## src/rtl/tie_pkg.sv

```systemverilog
package tie_pkg;
    // Private interrupt number used for a timer line; a watchdog line uses the next one.
    localparam int unsigned TIMER_IRQ_ID = 29;
    localparam int unsigned IRQ_ID_W     = 5;
endpackage

```

## src/rtl/tie_edge_det.sv

```systemverilog
module tie_edge_det #(
    parameter int unsigned N = 8
) (
    input  logic         clk,
    input  logic         rst_n,
    input  logic [N-1:0] lvl_i,
    output logic [N-1:0] rise_o
);
    typedef struct packed {
        logic [N-1:0] prev;
    } state_t;

    state_t st_d, st_q;

    always_comb begin
        st_d      = st_q;
        // The history follows the input on every clock, even when a request is waiting.
        st_d.prev = lvl_i;
        rise_o    = lvl_i & ~st_q.prev;
    end

    always_ff @(posedge clk) begin
        if (!rst_n) st_q <= '0;
        else        st_q <= st_d;
    end
endmodule

```

## src/rtl/tie_pend_map.sv

```systemverilog
module tie_pend_map #(
    parameter int unsigned N = 8
) (
    input  logic         clk,
    input  logic         rst_n,
    input  logic [N-1:0] set_i,
    input  logic [N-1:0] clr_i,
    output logic [N-1:0] pend_o
);
    typedef struct packed {
        logic [N-1:0] pend;
    } state_t;

    state_t st_d, st_q;

    always_comb begin
        st_d      = st_q;
        // A new edge wins over a clear of the same bit; an edge on a waiting bit merges.
        st_d.pend = (st_q.pend & ~clr_i) | set_i;
    end

    always_ff @(posedge clk) begin
        if (!rst_n) st_q <= '0;
        else        st_q <= st_d;
    end

    assign pend_o = st_q.pend;
endmodule

```

## src/rtl/tie_lsb_pick.sv

```systemverilog
module tie_lsb_pick #(
    parameter int unsigned N     = 8,
    parameter int unsigned IDX_W = (N > 1) ? $clog2(N) : 1
) (
    input  logic [N-1:0]     req_i,
    output logic             any_o,
    output logic [N-1:0]     grant_o,
    output logic [IDX_W-1:0] idx_o
);
    always_comb begin
        any_o   = |req_i;
        // Two's-complement trick isolates the lowest set bit.
        grant_o = req_i & (~req_i + N'(1));
        idx_o   = '0;
        for (int i = 0; i < int'(N); i++) begin
            if (grant_o[i]) idx_o = idx_o | IDX_W'(i);
        end
    end
endmodule

```

## src/rtl/tmr_irq_edge_req.sv

```systemverilog
module tmr_irq_edge_req
    import tie_pkg::*;
#(
    parameter int unsigned NUM_CORES = 4,
    parameter int unsigned NLINES    = 2 * NUM_CORES,
    parameter int unsigned CORE_W    = (NUM_CORES > 1) ? $clog2(NUM_CORES) : 1,
    parameter int unsigned ID_W      = IRQ_ID_W
) (
    input  logic              clk,
    input  logic              rst_n,
    input  logic [NLINES-1:0] lvl_i,
    input  logic              req_ready_i,
    output logic              req_valid_o,
    output logic [CORE_W-1:0] req_core_o,
    output logic [ID_W-1:0]   req_id_o
);
    localparam int unsigned IDX_W = $clog2(NLINES);

    logic [NLINES-1:0] rise;
    logic [NLINES-1:0] pend;
    logic [NLINES-1:0] grant;
    logic [NLINES-1:0] clr;
    logic [IDX_W-1:0]  idx;
    logic              any;

    tie_edge_det #(.N(NLINES)) u_edge (
        .clk    (clk),
        .rst_n  (rst_n),
        .lvl_i  (lvl_i),
        .rise_o (rise)
    );

    tie_pend_map #(.N(NLINES)) u_pend (
        .clk    (clk),
        .rst_n  (rst_n),
        .set_i  (rise),
        .clr_i  (clr),
        .pend_o (pend)
    );

    tie_lsb_pick #(.N(NLINES), .IDX_W(IDX_W)) u_pick (
        .req_i   (pend),
        .any_o   (any),
        .grant_o (grant),
        .idx_o   (idx)
    );

    always_comb begin
        req_valid_o = any;
        clr         = grant & {NLINES{any & req_ready_i}};
        req_core_o  = CORE_W'(idx >> 1);
        req_id_o    = ID_W'(TIMER_IRQ_ID) + ID_W'(idx[0]);
    end
endmodule

```

## config.mk

```make
export PLATFORM = sky130hd
export DESIGN_NAME = tmr_irq_edge_req
export DESIGN_NICKNAME = d
export VERILOG_FILES = /design/src/rtl/tie_pkg.sv /design/src/rtl/tie_edge_det.sv /design/src/rtl/tie_pend_map.sv /design/src/rtl/tie_lsb_pick.sv /design/src/rtl/tmr_irq_edge_req.sv
export SDC_FILE = /design/constraint.sdc
export NUM_CORES = 1
export LEC_CHECK = 0
export ABC_AREA = 1
export BUFFER_PORTS_ARGS = -buffer_cell sky130_fd_sc_hd__buf_2
export CAP_MARGIN = 5
export CELL_PAD_IN_SITES_DETAIL_PLACEMENT = 0
export CELL_PAD_IN_SITES_GLOBAL_PLACEMENT = 2
export CORE_MARGIN = 3
export CORE_UTILIZATION = 31
export CTS_BUF_LIST = sky130_fd_sc_hd__clkbuf_2
export DETAILED_ROUTE_END_ITERATION = 10
export GPL_ROUTABILITY_DRIVEN = 0
export PLACE_DENSITY_LB_ADDON = 0.12
export SLEW_MARGIN = 20
export SYNTH_ARGS = -nofsm -noshare
export SYNTH_HDL_FRONTEND = slang
export SYNTH_SLANG_ARGS = --single-unit
```

## constraint.sdc

```tcl
create_clock -name clk -period 2.1 [get_ports clk]
set_input_delay 0.21 -clock clk [delete_from_list [all_inputs] [get_ports clk]]
set_output_delay 0.21 -clock clk [all_outputs]
set_load 0.02 [all_outputs]
```

==> flow_summary.ini <==
[yosys]
yosys_warnings = 0
ys_types = 17
avgSynthCellArea_um2 = 6.75
synth_area_um2 = 790
ys_seq_area_share_pct = 40.6
syn_inst = 117
synth-seq-cells = 16

[worst_setup_path]
critPathBufInv = 1
slowest_delay_ns = 0.40
cpMaxStageDelayCell = dfxtp_1
arrival_ns = 1.50
critPathLaunchType = register
critical_path_class = register to output port
critPathTopFamily = simple AND/OR/NAND/NOR gates
startpoint = u_pend.pend_o[0]$_SDFF_PN0_
reg2reg_depth = 7
critical_path_depth = 6
worstPathMaxFanout = 6
critPathCaptureType = output port
crit_path_cell_trace = nor2_4 > nand2_2 > nor2_2 > nor3_1 > o21ai_0 > buf_2
r2r-start = u_pend.pend_o[0]$_SDFF_PN0_
worstPathRequired_ns = 1.89

[power_and_ir_drop]
total_power_uw = 637
irDropWorstVdd_v = 0.000442
power_density_mw_per_mm2 = 720
p_leak_nw = 0.534

[clocking]
numCtsBuffers = 3
post_cts_buffers = 0
cts_hold_buf = 0
cts_root_buf = clkbuf_2
clk_latency_ns = 0.29
cts_tree = done
clk_pin_slew_worst_paths_ns = 0.16
cts_htree_levels = 1
clk_path_buf_depth = 2
cts_sinks = 16
cts.repair.resized = 0

[global_routing]
grt_pass1_wl_mm = 2.64
gr-total-overflow = 0
grtUsageTotal_pct = 10.5
use_met2_pct = 16.7
antenna_found_initial = 0
grt_use_met3_pct = 5.06
globalRouteMet1Util_pct = 13.0
grt_pass1_vias = 634
grt_max_degree = 17
busiest_layer = met2

[cells_and_area]
nFillCells = 267
nets = 145
syn_to_final_growth_pct = 12.0
drive_gt1_share_pct = 24.1
diodes = 0
stdcell_count = 161

[timing]
setup_tns_ns = 0
setup_viol = 0
setup_slack_ns = 0.390
skew_ns = 0.00646
timing.final.crit_share_pct = 81.4
slew_violations = 0
rsz0062_at_grt = no
whs_ns = 0.0916
hold_violations = 0
min_period_ns = 1.71
fmax_mhz = 585

[run_status]
run_status = finished, final reports clean

[placed_design]
dp_hpwl_mm = 1.06
pre_cts_ws_ns = 0.735
placed_cells = 157
portBuffers = 15

[floorplanning]
die-width_um = 56.5
ios = 19
std_cell_rows = 17
core_mm2 = 0.00232
start_util_pct = 34.1
die-area_mm2 = 0.00319
die_h_um = 56.5

[run]
cap_violations = 0

[drt]
initialDrtViolationCount = 12
drcViolationCount = 0
drt-vias-per-instance = 4.04
num_vias = 651
wirelength_mm = 1.42
final_antenna_net_count = 0
wl_per_cell_um = 8.84
drt-pass1-iter-count = 4

[worst_hold_path]
holdCritStartpoint = lvl_i[3]
min_delay_path_depth = 3
hold_class = primary input to register
through the flow:
stage / area (µm²) / utilization (%)
after floorplan: 797 / -
after global placement: 866 / 37.3
after detailed placement: 866 / 37.3
after CTS: 885 / 38.2
after global routing: 885 / 38.2
final: 885 / 38.2
per-layer routing:
| layer | vias to the layer above | wire length, µm |
|---|---|---|
| li1 | 362 | - |
| met1 | 269 | 699 |
| met2 | 18 | 612 |
| met3 | 2 | 99 |
| met4 | 0 | 12 |
| met5 | - | 0 |
cell usage after synthesis:
master | instances | area (µm²)
nor2_4 | 3 | 33.8
nand2_2 | 2 | 12.5
dfxtp_1 | 16 | 320
or2_2 | 7 | 43.8
buf_6 | 1 | 11.3
o22ai_1 | 2 | 12.5
nand2_1 | 40 | 150
nor2_2 | 2 | 12.5
a21oi_1 | 1 | 5.00
nor2_1 | 7 | 26.3
buf_4 | 4 | 30.0
o21ai_0 | 2 | 10.0
inv_1 | 25 | 93.8
nand4_1 | 1 | 6.26
nor3_1 | 2 | 10.0
conb_1 | 1 | 3.75
nand3b_1 | 1 | 7.51
power by group:
part	internal, mW	leakage, nW	switching (mW)
logic	0.0553	0.387	0.0985
registers	0.327	0.134	0.0157
clock network	0.0414	0.0140	0.0994
total	0.424	0.534	0.214
final timing paths:
kind                            endpoint  slack (ns)
max                          req_id_o[1]        0.39
min            u_edge.st_q[3]$_SDFF_PN0_        0.09
max reg2reg  u_pend.pend_o[7]$_SDFF_PN0_        0.92
min reg2reg  u_pend.pend_o[0]$_SDFF_PN0_        0.46
cell usage in the layout (no fill, tap or decap):
| master | instances |
|---|---|
| nand2_1 | 40 |
| inv_1 | 25 |
| dfxtp_1 | 16 |
| buf_2 | 15 |
| nor2_1 | 7 |
| or2_2 | 7 |
| nor2_4 | 3 |
| conb_1 | 3 |
| clkbuf_2 | 3 |
| nand2_2 | 2 |
| nor2_2 | 2 |
| o21ai_0 | 2 |
| nor3_1 | 2 |
| o22ai_1 | 2 |
| nand4_1 | 1 |
| nand3b_1 | 1 |
| a21oi_1 | 1 |
| clkinv_1 | 1 |
logic make-up (layout without fill, tap and decap cells):
family                 count (synthesis)  count (layout)  share of synthesized area, %
and+or+nand+nor                       65              65                          38.4
buffers and inverters                 30              44                          17.1
DFF                                   16              16                          40.6
AOI/OAI and AO/OA                      5               5                          3.49
other                                  1               3                         0.475
registers in the layout, summed over array words and instances, names as in the netlist:
signal	cells
u_edge.st_q	8
u_pend.pend_o	8
area by class of cell:
| cell class | instances | area (µm²) | area share [%] |
|---|---|---|---|
| clock buffer | 3 | 15.0 | 1.70 |
| clock inverter | 1 | 3.75 | 0.424 |
| inverter | 25 | 93.8 | 10.6 |
| multi-input combinational | 73 | 342 | 38.6 |
| sequential | 16 | 320 | 36.2 |
| tap | 28 | 35.0 | 3.96 |
| timing repair buffer | 15 | 75.1 | 8.49 |
worst reg2reg max path, cell delays in order, from the launching register on:
cell,delay [ns]
dfxtp_1,0.48
nor2_4,0.07
nand2_2,0.10
nor2_4,0.06
nor2_4,0.19
nand2_1,0.10
nand2_1,0.06
nand2_1,0.04
No activity file was read; power rests on OpenSTA's default activity.
